<file path="src/rtl/wake_seq_trim.sv">
module wake_seq_trim #(
  parameter int TIMEOUT_CYC = 16,
  parameter int DEPTH = 8,
  parameter int DW = 8
) (
  input  logic                     clk,
  input  logic                     por_n,
  input  logic                     wake_match,
  input  logic                     host_ready,
  input  logic                     bus_strobe,
  input  logic                     bus_rw,
  input  logic [$clog2(DEPTH)-1:0] bus_addr,
  input  logic [DW-1:0]            bus_wdata,
  output logic                     vreg_en,
  output logic                     osc_en,
  output logic                     wdt_expired,
  output logic [DW-1:0]            rd_data,
  output logic                     rd_valid
);
  localparam int CW = $clog2(TIMEOUT_CYC + 1);

  typedef enum logic [1:0] {S_IDLE, S_WAIT, S_SESS} st_t;
  st_t st;
  logic [CW-1:0] wcnt;
  logic [DW-1:0] trim [DEPTH];

  wire in_sess = (st == S_SESS) && host_ready;
  wire do_wr   = in_sess && bus_strobe && !bus_rw;
  wire do_rd   = in_sess && bus_strobe && bus_rw;
  wire expire  = (st == S_WAIT) && !host_ready && (wcnt == CW'(TIMEOUT_CYC - 1));

  assign vreg_en = (st != S_IDLE);
  assign osc_en  = (st == S_WAIT);

  always_ff @(posedge clk or negedge por_n) begin
    if (!por_n) begin
      st          <= S_IDLE;
      wcnt        <= '0;
      wdt_expired <= 1'b0;
    end else begin
      wdt_expired <= expire;
      case (st)
        S_IDLE: begin
          wcnt <= '0;
          if (wake_match) st <= S_WAIT;
        end
        S_WAIT: begin
          if (host_ready) st <= S_SESS;
          else if (expire) st <= S_IDLE;
          else wcnt <= wcnt + 1'b1;
        end
        S_SESS: if (!host_ready) st <= S_IDLE;
        default: st <= S_IDLE;
      endcase
    end
  end

  always_ff @(posedge clk or negedge por_n) begin
    if (!por_n) begin
      for (int i = 0; i < DEPTH; i++) trim[i] <= '0;
      rd_data  <= '0;
      rd_valid <= 1'b0;
    end else begin
      if (do_wr) trim[bus_addr] <= bus_wdata;
      rd_valid <= do_rd;
      if (do_rd) rd_data <= trim[bus_addr];
    end
  end

  assert_wake_sets_enables_R2: assert property (@(posedge clk) disable iff (!por_n)
    (st == S_IDLE && wake_match) |=> (vreg_en && osc_en));
  assert_ready_drops_osc_R3: assert property (@(posedge clk) disable iff (!por_n)
    (st == S_WAIT && host_ready) |=> (!osc_en && vreg_en));
  assert_timeout_idle_R4: assert property (@(posedge clk) disable iff (!por_n)
    wdt_expired |-> (!vreg_en && !osc_en));
  assert_timeout_single_R4: assert property (@(posedge clk) disable iff (!por_n)
    wdt_expired |=> !wdt_expired);
  assert_read_follows_strobe_R6: assert property (@(posedge clk) disable iff (!por_n)
    rd_valid |-> $past(bus_strobe && bus_rw && host_ready));
  assert_ready_fall_idle_R8: assert property (@(posedge clk) disable iff (!por_n)
    (st == S_SESS && !host_ready) |=> !vreg_en);
endmodule

</file>
<file path="config.mk">
export PLATFORM = sky130hd
export DESIGN_NAME = wake_seq_trim
export DESIGN_NICKNAME = d
export VERILOG_FILES = /design/src/rtl/wake_seq_trim.sv
export SDC_FILE = /design/constraint.sdc
export NUM_CORES = 1
export LEC_CHECK = 0
export ABC_AREA = 0
export BUFFER_PORTS_ARGS = -buffer_cell sky130_fd_sc_hd__buf_2
export CAP_MARGIN = 10
export CORE_UTILIZATION = 59
export DETAILED_ROUTE_END_ITERATION = 8
export GPL_TIMING_DRIVEN = 1
export HOLD_SLACK_MARGIN = 0.06
export MAX_ROUTING_LAYER = met4
export PLACE_DENSITY_LB_ADDON = 0.25
export SYNTH_ARGS = -nofsm -noshare
export SYNTH_HDL_FRONTEND = slang
export SYNTH_SLANG_ARGS = --single-unit
</file>
<file path="constraint.sdc">
create_clock -name clk -period 2.12 [get_ports clk]
set_input_delay 0.212 -clock clk [delete_from_list [all_inputs] [get_ports clk]]
set_output_delay 0.212 -clock clk [all_outputs]
set_load 0.03 [all_outputs]
</file>
==> impl_metrics.env, run 1 <==
export IMPL_outcome="finished, final reports clean"
export IMPL_synth_top_cell_area_share=0.5482
export IMPL_yosysWarnings=0
export IMPL_dp_hpwl_mm=4.729
export IMPL_powerDensity_nw_per_um2=791.8
export IMPL_startpoint="wcnt[0]"
export IMPL_p_leak_nw=2.186
export IMPL_syn_area_per_cell_um2=13.44
export IMPL_clock_root_buffer="clkbuf_8"
export IMPL_post_place_cells=382
export IMPL_cp_required_ns=2.36
export IMPL_cp_slowest_cell="dfrtp_1"
export IMPL_ant_nets=0
export IMPL_path_max_fanout=5
export IMPL_ir_drop_uv=537.3
export IMPL_synth_area_leaders="dfrtp_1 (55%), mux2_2 (19%), mux2i_1 (8.9%)"
export IMPL_synthesis_instances=275
export IMPL_layout_common_cells="dfrtp_1 (81), mux2_2 (63), mux2i_1 (33)"
export IMPL_numCtsBuffers=9
export IMPL_h_tree_depth=3
export IMPL_grt_antenna_before_repair=0
export IMPL_gp_congestion=0.7635
export IMPL_arrival_ns=2.20
export IMPL_syn_to_final_growth_pct=14.48
export IMPL_ff2ff_setup_slack_ns=0.16
export IMPL_drv_cap=0
export IMPL_finalSetupTns_ns=0
export IMPL_grt_overflow_total=0
export IMPL_cp_num_buf_inv=0
export IMPL_io_pins=29
export IMPL_routedWlPerCell_um=17.99
export IMPL_route_met2_wl_mm=3.440
export IMPL_finalWirelength_mm=7.178
export IMPL_relSlewSlack=0.5765
export IMPL_nets=338
export IMPL_end_kind="flop"
export IMPL_crit_cells=7
export IMPL_setup_violations=0
export IMPL_fin_crit_sh=0.9238
export IMPL_ys_types=27
export IMPL_die_area_um2=6587
export IMPL_hold_slack_ns=0.1070
export IMPL_die_h_um=81.16
export IMPL_syn_nets=294
export IMPL_met1_length_mm=3.334
export IMPL_dr_wl_met3_um=255
export IMPL_cts_resized=0
export IMPL_path_clk_slew_ns=0.08
export IMPL_cts_tree="done"
export IMPL_grt_pass1_vias=2302
export IMPL_insertion_delay_ns=0.35
export IMPL_reg2reg_depth=7
export IMPL_ys_seq_area_frac=0.5482
export IMPL_vias=2323
export IMPL_drt_iter0_markers=124
export IMPL_antenna_cells=0
export IMPL_synth_area_um2=3697
export IMPL_vias_per_cell=5.822
export IMPL_cts_setup_buffers=0
export IMPL_die_w_um=81.16
export IMPL_tightest_slew_ns=0.6337
export IMPL_drc=0
export IMPL_core_area_um2=5991
export IMPL_synth_top_cell_by_area="dfrtp_1"
export IMPL_grt_max_degree=43
export IMPL_critical_path_class="reg2reg"
export IMPL_rsz0062_at_grt="false"
export IMPL_slew_viol_final=0
export IMPL_synth_seq_cells=81
export IMPL_layout_commonest_cell="dfrtp_1"
export IMPL_grt_usage=0.2581
export IMPL_min_period_ns=1.958
export IMPL_cts_buffer_depth=2
export IMPL_layout_cells_non_filler=399
export IMPL_crit_family="simple AND/OR/NAND/NOR gates"
export IMPL_crit_path_end="wcnt[3]"
export IMPL_rows=28
export IMPL_fin_skew_ns=0.008810
export IMPL_cpPeakStageDelay_ns=0.42
export IMPL_path_cells="ha_1, and3_1, ha_1, nor2_1, nand4_1, mux2_2, a22o_1"
export IMPL_grt_pass1_wl_mm=11.83
export IMPL_initial_core_util=0.6172
export IMPL_final_hold_violation_count=0
export IMPL_firstDrtPassIters=4
export IMPL_max_freq_mhz=510.6
export IMPL_clock_sinks=81
export IMPL_numPortBuffers=28
export IMPL_startpoint_type="flop"
export IMPL_r2r_end="wcnt[3]"
export IMPL_layout_drive_gt1_share=0.4012
export IMPL_ctsHoldBuffers=1
export IMPL_crit_path_frequent_cell="ha_1"
export IMPL_highest_layer="met4"
export IMPL_r2r_start="wcnt[0]"
export IMPL_hold_path_class="in2reg"
## flip-flops by register name (all words and copies together) (netlist names)
| signal | count |
|---|---|
| st | 2 |
| rd_data | 8 |
| wdt_expired | 1 |
| trim | 64 |
| wcnt | 5 |
| rd_valid | 1 |
## cell families after synthesis
kind of cell / share of synthesized area
AO/OA/AOI/OAI: 0.05888
adder cells (fa/ha/maj): 0.006767
multiplexers: 0.2904
AND/OR/NAND/NOR: 0.07648
buffers and inverters: 0.01929
flip-flops: 0.5482
## cell usage after synthesis, drive strengths merged
cell type	n
nand2	11
and3b	1
o22ai	17
nand3b	1
and3	1
nor2b	2
nand2b	2
dfrtp	81
buf	5
or2	2
or3b	1
clkbuf	6
nand4	1
o21ai	12
inv	3
a22o	5
and4b	1
mux2	66
o21a	1
or3	1
nor2	20
ha	2
mux2i	33
## report_power, final
part / switching (W) / internal, W
clock network: 0.000549 / 0.000662
logic: 0.000225 / 0.000189
registers: 0.0000650 / 0.00166
total: 0.000838 / 0.00251
## worst min-delay path by stage
stage / start / to / slack, ns / depth (start not counted)
finish: wake_match / st[0] / 0.11 / 3
global route: host_ready / st[1] / 0.15 / 2
CTS: wake_match / st[0] / 0.10 / 3
detailed placement: por_n / trim[14] / 0.23 / 1
global placement: por_n / trim[14] / 0.22 / 1
floorplan: por_n / rd_data[0] / -0.08 / 0
## cell type report
class,count,area [um2]
well taps,75,93.84
clock inverters,5,80.08
fillers,409,1758
flip-flops and latches,81,2027
multi-input cells,180,1599
clock buffers,11,131.4
inverters,3,11.26
repair buffers,44,290.3
## stage by stage
| step | utilization | area (um2) | setup WS, ns | total power [W] |
|---|---|---|---|---|
| global route | 0.7066 | 4233 | 0.04259 | 0.003491 |
| floorplan | - | 3697 | 0.2284 | 0.002024 |
| CTS | 0.7066 | 4233 | 0.1629 | 0.003374 |
| finish | 0.7066 | 4233 | 0.1615 | 0.003351 |
| detailed placement | 0.6696 | 4011 | 0.1775 | 0.002171 |
| global placement | 0.6696 | 4011 | 0.2159 | 0.002159 |
## layer usage
| layer | up-vias | global-route usage |
|---|---|---|
| li1 | 1083 | - |
| met1 | 1177 | 0.3474 |
| met2 | 47 | 0.3790 |
| met3 | 16 | 0.04831 |
| met4 | 0 | 0.1196 |
| met5 | - | - |
## worst reg2reg max path: stages (launching register included)
cell     delay, ns
dfrtp_1       0.42
ha_1          0.23
and3_1        0.18
ha_1          0.23
nor2_1        0.21
nand4_1       0.13
mux2_2        0.28
a22o_1        0.17
(Power assumes the default switching activity.)
==> run 2, diff against run 1 <==
==> constraint.sdc (replaced) <==
create_clock -name clk -period 1.88 [get_ports clk]
set_input_delay 0.188 -clock clk [delete_from_list [all_inputs] [get_ports clk]]
set_output_delay 0.188 -clock clk [all_outputs]
set_load 0.03 [all_outputs]
==> run 2 against run 1 <==
Worst setup slack got worse by 0.12 ns. Critical path depth fell by 2. Clock power fell by 4%. Worst hold slack got worse by 0.0029 ns. Sequential power rose by 12%. Critical endpoint is now trim[62]. Wire length rose by 3.9%. First-iteration DRC count rose by 27%. Die area did not move. Sequential share of layout area fell by 1.0 points. Register-to-register slack got worse by 0.12 ns. Maximum frequency rose by 6.3%.
==> impl_metrics.env, run 2 (same netlist as run 1, synthesis figures left out) <==
export IMPL_outcome="finished, final reports clean"
export IMPL_powerDensity_nw_per_um2=839.4
export IMPL_core_area_um2=5991
export IMPL_numPortBuffers=28
export IMPL_end_kind="flop"
export IMPL_startpoint_type="flop"
export IMPL_layout_commonest_cell="dfrtp_1"
export IMPL_nets=350
export IMPL_p_total_w=0.003629
export IMPL_dp_worst_setup_slack_ns=0.01713
export IMPL_grt_overflow_total=0
export IMPL_ir_drop_uv=620.0
export IMPL_rows=28
export IMPL_io_pins=29
export IMPL_regMostFlops="trim"
export IMPL_seq_power_share=0.536
export IMPL_hold_path_class="in2reg"
export IMPL_pwr_share_comb=0.144
export IMPL_path_cells="and4b_1, or3b_1, buf_6, nor2_8, mux2_2"
export IMPL_grt_usage=0.2675
export IMPL_drv_cap=0
export IMPL_setup_ws_ns=0.03687
export IMPL_grt_pass1_vias=2419
export IMPL_arrival_ns=2.07
export IMPL_internal_power_w=0.002672
export IMPL_initial_core_util=0.6172
export IMPL_gp_congestion=0.7932
export IMPL_p_leak_nw=2.247
export IMPL_grt_antenna_before_repair=0
export IMPL_fin_util=0.7216
export IMPL_crit_family="simple AND/OR/NAND/NOR gates"
export IMPL_max_freq_mhz=542.6
export IMPL_die_h_um=81.16
export IMPL_drc=0
export IMPL_cp_slowest_cell="dfrtp_1"
export IMPL_dp_hpwl_mm=5.116
export IMPL_fin_crit_sh=0.9804
export IMPL_layout_drive_gt1_share=0.4405
export IMPL_cp_num_buf_inv=1
export IMPL_p_sw_w=0.0009568
export IMPL_insertion_delay_ns=0.34
export IMPL_clock_sinks=81
export IMPL_slew_viol_final=0
export IMPL_path_clk_slew_ns=0.08
export IMPL_path_max_fanout=8
export IMPL_grt_max_degree=47
export IMPL_layout_common_cells="dfrtp_1 (81), mux2_2 (63), mux2i_1 (33)"
export IMPL_p_sw_frac=0.2637
export IMPL_ant_nets=0
export IMPL_drt_iter0_markers=158
export IMPL_largestRegisters="trim x64, rd_data x8, wcnt x5"
export IMPL_clock_root_buffer="clkbuf_8"
export IMPL_cpPeakStageDelay_ns=0.37
export IMPL_routedWlPerCell_um=18.15
export IMPL_die_w_um=81.16
export IMPL_critical_path_class="reg2reg"
export IMPL_h_tree_depth=3
export IMPL_cts_tree="done"
export IMPL_vias_per_cell=5.837
export IMPL_antenna_cells=0
export IMPL_grt_pass1_wl_mm=12.39
export IMPL_syn_to_final_growth_pct=16.92
export IMPL_finalWirelength_mm=7.459
export IMPL_rsz0062_at_grt="true"
export IMPL_firstDrtPassIters=4
export IMPL_relSlewSlack=0.5944
export IMPL_pwr_share_clk=0.320
export IMPL_setup_violations=0
export IMPL_numCtsBuffers=9
export IMPL_min_period_ns=1.843
export IMPL_vias=2399
export IMPL_tightest_slew_ns=0.6084
export IMPL_fin_skew_ns=0.007876
export IMPL_cp_required_ns=2.11
export IMPL_largest_reg_flops=64
export IMPL_final_hold_violation_count=0
export IMPL_cts_buffer_depth=2
export IMPL_die_area_um2=6587
run 2: what timing repair did:
action / 4_1_cts / 5_1_grt
pin swaps: 1 / 1
hold endpoints to repair: 43 / 0
setup buffers: 0 / 1
hold buffers: 1 / 0
setup endpoints to repair: 2 / 18
gates resized for setup: 2 / 8
run 2: layout make-up:
class | instances | area (um2)
Clock inverter | 4 | 26.28
Timing Repair Buffer | 56 | 387.9
Fill cell | 405 | 1668
Clock buffer | 12 | 155.1
Inverter | 3 | 11.26
Sequential cell | 81 | 2027
Tap cell | 75 | 93.84
Multi-Input combinational cell | 180 | 1622
run 2: worst register-to-register path: stages (launching register included):
cell	delay (ns)
dfrtp_1	0.37
and4b_1	0.25
or3b_1	0.36
buf_6	0.17
nor2_8	0.20
mux2_2	0.37
run 2: final timing paths:
kind | startpoint | end | slack [ns] | cells after the start
max reg2reg | st[0] | trim[62] | 0.04 | 5
max in group asynchronous | por_n | trim[7] | 0.92 | 3
min reg2reg | rd_data[4] | rd_data[4] | 0.49 | 2
max | st[0] | trim[62] | 0.04 | 5
min | wake_match | st[0] | 0.10 | 3
min in group asynchronous | por_n | trim[22] | 0.38 | 2
run 2: per-layer routing:
layer  up-vias  routed length [um]  track usage  share of wire
li1       1108                   -            -              -
met1      1215                3429       0.3585           0.46
met2        64                3533       0.3908           0.47
met3        12                 376      0.04719          0.050
met4         0                 119       0.1357          0.016
met5         -                   0            -              0
run 2: power groups by stage:
stage | registers [W] | clock network [W] | logic [W]
3_3_place_gp | 0.00197 | 0 | 0.000488
5_1_grt | 0.00196 | 0.00126 | 0.000577
2_1_floorplan | 0.00198 | 0 | 0.000303
3_5_place_dp | 0.00198 | 0 | 0.000500
4_1_cts | 0.00194 | 0.00119 | 0.000506
6_report | 0.00194 | 0.00116 | 0.000523
run 2: metrics by stage:
step	setup TNS [ns]	std cells	instance area [um2]	hold WS [ns]
floorplan	0	275	3697	-0.1076
global placement	0	393	4094	0.2332
detailed placement	0	393	4094	0.2390
CTS	0	410	4292	0.09472
global route	-0.02329	411	4323	0.1010
finish	0	411	4323	0.1041
==> run 3, diff against run 2 <==
--- a/config.mk
+++ b/config.mk
@@ -5,15 +5,16 @@
 export SDC_FILE = /design/constraint.sdc
 export NUM_CORES = 1
 export LEC_CHECK = 0
-export ABC_AREA = 0
+export ABC_AREA = 1
 export BUFFER_PORTS_ARGS = -buffer_cell sky130_fd_sc_hd__buf_2
 export CAP_MARGIN = 10
-export CORE_UTILIZATION = 59
+export CORE_UTILIZATION = 60
 export DETAILED_ROUTE_END_ITERATION = 8
 export GPL_TIMING_DRIVEN = 1
 export HOLD_SLACK_MARGIN = 0.06
 export MAX_ROUTING_LAYER = met4
 export PLACE_DENSITY_LB_ADDON = 0.25
+export SKIP_LAST_GASP = 1
 export SYNTH_ARGS = -nofsm -noshare
 export SYNTH_HDL_FRONTEND = slang
 export SYNTH_SLANG_ARGS = --single-unit
==> run 3 against run 2 <==
Global-route usage rose by 1.7 points. Sequential power grew 15%. Register-to-register slack improved by 0.07 ns. Clock power fell by 6%. Cell count rose by 49%. Critical path depth increased by 1. Wire length up 11%. Worst hold slack got worse by 0.028 ns. Clock-buffer cell count unchanged. Synthesized cell count grew 81%. Sequential cell count unchanged.
==> impl_metrics.env, run 3 <==
export IMPL_outcome="finished, final reports clean"
export IMPL_synth_area_um2=3855
export IMPL_ys_flop_type="dfrtp_1"
export IMPL_reg2reg_depth=6
export IMPL_clock_sinks=81
export IMPL_dp_hpwl_mm=5.690
export IMPL_arrival_ns=1.98
export IMPL_path_cells="inv_1, nand3_1, nor3_4, nand2_1, nand2_1, o21ai_0"
export IMPL_hold_end="st[0]"
export IMPL_ys_seq_area_frac=0.5258
export IMPL_ff2ff_setup_slack_ns=0.11
export IMPL_numPortBuffers=28
export IMPL_synth_top_cell_by_area="dfrtp_1"
export IMPL_synth_common_cells="nand2_1 (179), inv_1 (87), dfrtp_1 (81)"
export IMPL_tightest_slew_ns=0.4982
export IMPL_vias_per_cell=5.297
export IMPL_die_h_um=82.16
export IMPL_insertion_delay_ns=0.35
export IMPL_initial_core_util=0.6360
export IMPL_gp_congestion=0.8494
export IMPL_p_leak_nw=2.235
export IMPL_fin_crit_sh=0.9426
export IMPL_h_tree_depth=3
export IMPL_startpoint_type="flop"
export IMPL_regMostFlops="trim"
export IMPL_end_kind="flop"
export IMPL_io_pins=29
export IMPL_dr_wl_met3_um=484
export IMPL_finalSetupTns_ns=0
export IMPL_routedWlPerCell_um=13.48
export IMPL_synth_top_cell_area_share=0.5258
export IMPL_synthesis_instances=499
export IMPL_cts_buffer_depth=2
export IMPL_yosysWarnings=0
export IMPL_critical_path_class="reg2reg"
export IMPL_hold_path_class="in2reg"
export IMPL_r2r_end="trim[37]"
export IMPL_drv_cap=0
export IMPL_layout_common_cells="nand2_1 (179), inv_1 (87), dfrtp_1 (81)"
export IMPL_max_freq_mhz=564.3
export IMPL_grt_pass1_vias=2978
export IMPL_min_period_ns=1.772
export IMPL_slew_viol_final=0
export IMPL_grt_usage=0.2844
export IMPL_powerDensity_nw_per_um2=1030
export IMPL_relSlewSlack=0.6671
export IMPL_drc=0
export IMPL_rsz0062_at_grt="true"
export IMPL_synth_edf_count=0
export IMPL_ant_nets=0
export IMPL_setup_violations=0
export IMPL_r2r_start="st[0]"
export IMPL_layout_commonest_cell="nand2_1"
export IMPL_largest_reg_flops=64
export IMPL_drt_iter0_markers=269
export IMPL_grt_pass1_wl_mm=13.44
export IMPL_largestRegisters="trim x64, rd_data x8, wcnt x5"
export IMPL_cts_tree="done"
export IMPL_cpPeakStageDelay_ns=0.40
export IMPL_crit_path_frequent_cell="nand2_1"
export IMPL_path_max_fanout=16
export IMPL_cp_required_ns=2.09
export IMPL_syn_area_per_cell_um2=7.725
export IMPL_cp_num_buf_inv=1
export IMPL_die_w_um=82.16
export IMPL_ir_drop_uv=760.1
export IMPL_final_hold_violation_count=0
export IMPL_synth_most_common_cell="nand2_1"
export IMPL_syn_nets=518
export IMPL_antenna_cells=0
export IMPL_setup_ws_ns=0.1079
export IMPL_synth_area_leaders="dfrtp_1 (53%), nand2_1 (17%), o21ai_0 (10%)"
export IMPL_fin_util=0.6982
export IMPL_path_clk_slew_ns=0.08
export IMPL_met1_length_mm=3.667
export IMPL_crit_family="simple AND/OR/NAND/NOR gates"
export IMPL_layout_drive_gt1_share=0.1041
export IMPL_clock_root_buffer="clkbuf_8"
export IMPL_highest_layer="met4"
export IMPL_route_met2_wl_mm=3.877
export IMPL_synth_seq_cells=81
export IMPL_fillers=544
export IMPL_whs_path_depth=3
export IMPL_grt_max_degree=50
export IMPL_grt_overflow_total=0
export IMPL_nets=553
export IMPL_ys_types=16
export IMPL_die_area_um2=6749
export IMPL_finalWirelength_mm=8.263
export IMPL_cp_slowest_cell="nand2_1"
export IMPL_hold_start="wake_match"
export IMPL_dp_worst_setup_slack_ns=0.1444
export IMPL_fin_skew_ns=0.006533
export IMPL_grt_antenna_before_repair=0
export IMPL_vias=3247
export IMPL_firstDrtPassIters=5
export IMPL_rows=28
export IMPL_core_area_um2=6061
export IMPL_numCtsBuffers=9
export IMPL_syn_to_final_growth_pct=9.770
export IMPL_synthArstFlopShare=1.000
-- run 3: cell count changes after synthesis, sizes merged, moves of 2 or more --
cell    previous run  this run
o22ai             17         0
clkbuf             6         4
buf                5        11
nand2b             2         0
mux2i             33         0
a22o               5         0
mux2              66         0
nor2b              2         0
nand2             11       179
o21ai             12        77
nor2              20        15
inv                3        87
nand3              0        37
-- run 3: worst max-delay path by stage --
stage               slack, ns  depth (start not counted)  endpoint  startpoint
finish                   0.11                          6  trim[37]       st[0]
global route            -0.05                          6  trim[37]       st[0]
CTS                      0.12                          5  trim[52]       st[0]
detailed placement       0.14                          5  trim[52]       st[0]
global placement         0.24                          6  trim[48]       st[0]
floorplan                0.37                          4   wcnt[2]       st[1]
-- run 3: report_power, final --
part | total, W | switching (W) | internal, W
clock | 0.00109 | 0.000587 | 0.000505
combinational | 0.00103 | 0.000697 | 0.000336
sequential | 0.00223 | 0.000178 | 0.00206
-- run 3: cell families after synthesis --
family / after synthesis / synth area share
AOI/OAI and AO/OA: 77 / 0.09997
xor gates and xnor gates: 1 / 0.002272
adders and majority gates: 2 / 0.006490
buffers and inverters: 103 / 0.1168
DFF: 81 / 0.5258
and+or+nand+nor: 235 / 0.2486
-- run 3: per-stage QoR --
stage | power [W] | cell area [um2] | hold slack (ns) | instances
global route | 0.004642 | 4232 | 0.09160 | 613
detailed placement | 0.003301 | 4059 | 0.1585 | 597
finish | 0.004359 | 4232 | 0.07606 | 613
CTS | 0.004394 | 4232 | 0.06781 | 613
floorplan | 0.002963 | 3855 | -0.1076 | 499
global placement | 0.003252 | 4059 | 0.1532 | 597
-- run 3: area by class of cell --
cell class	instances	area [um2]	area share
clock buffers	12	145.1	0.03430
clock inverters	3	17.52	0.004140
inverters	88	330.3	0.07806
multi-input cells	315	1378	0.3255
flip-flops and latches	81	2027	0.4790
well taps	75	93.84	0.02218
repair buffers	39	240.2	0.05677
-- run 3: what timing repair did --
| item | in CTS | in global routing |
|---|---|---|
| hold endpoints to repair | 32 | 0 |
| hold buffers | 1 | 0 |
| buffers inserted | 0 | 0 |
| setup endpoints to repair | 0 | 7 |
| resized for setup | 0 | 0 |
-- run 3: metal layers --
metal | GRT usage | vias to the layer above
met2 | 0.4421 | 113
met3 | 0.04066 | 21
met4 | 0.1491 | 0
met5 | - | -
li1 | - | 1599
met1 | 0.3636 | 1514
-- run 3: worst register-to-register path, delay by kind of cell, from the launching register on --
family	cells	cell delay, ns
AOI/OAI and AO/OA	1	0.10
buffers and inverters	1	0.08
DFF	1	0.39
and+or+nand+nor	4	1.07
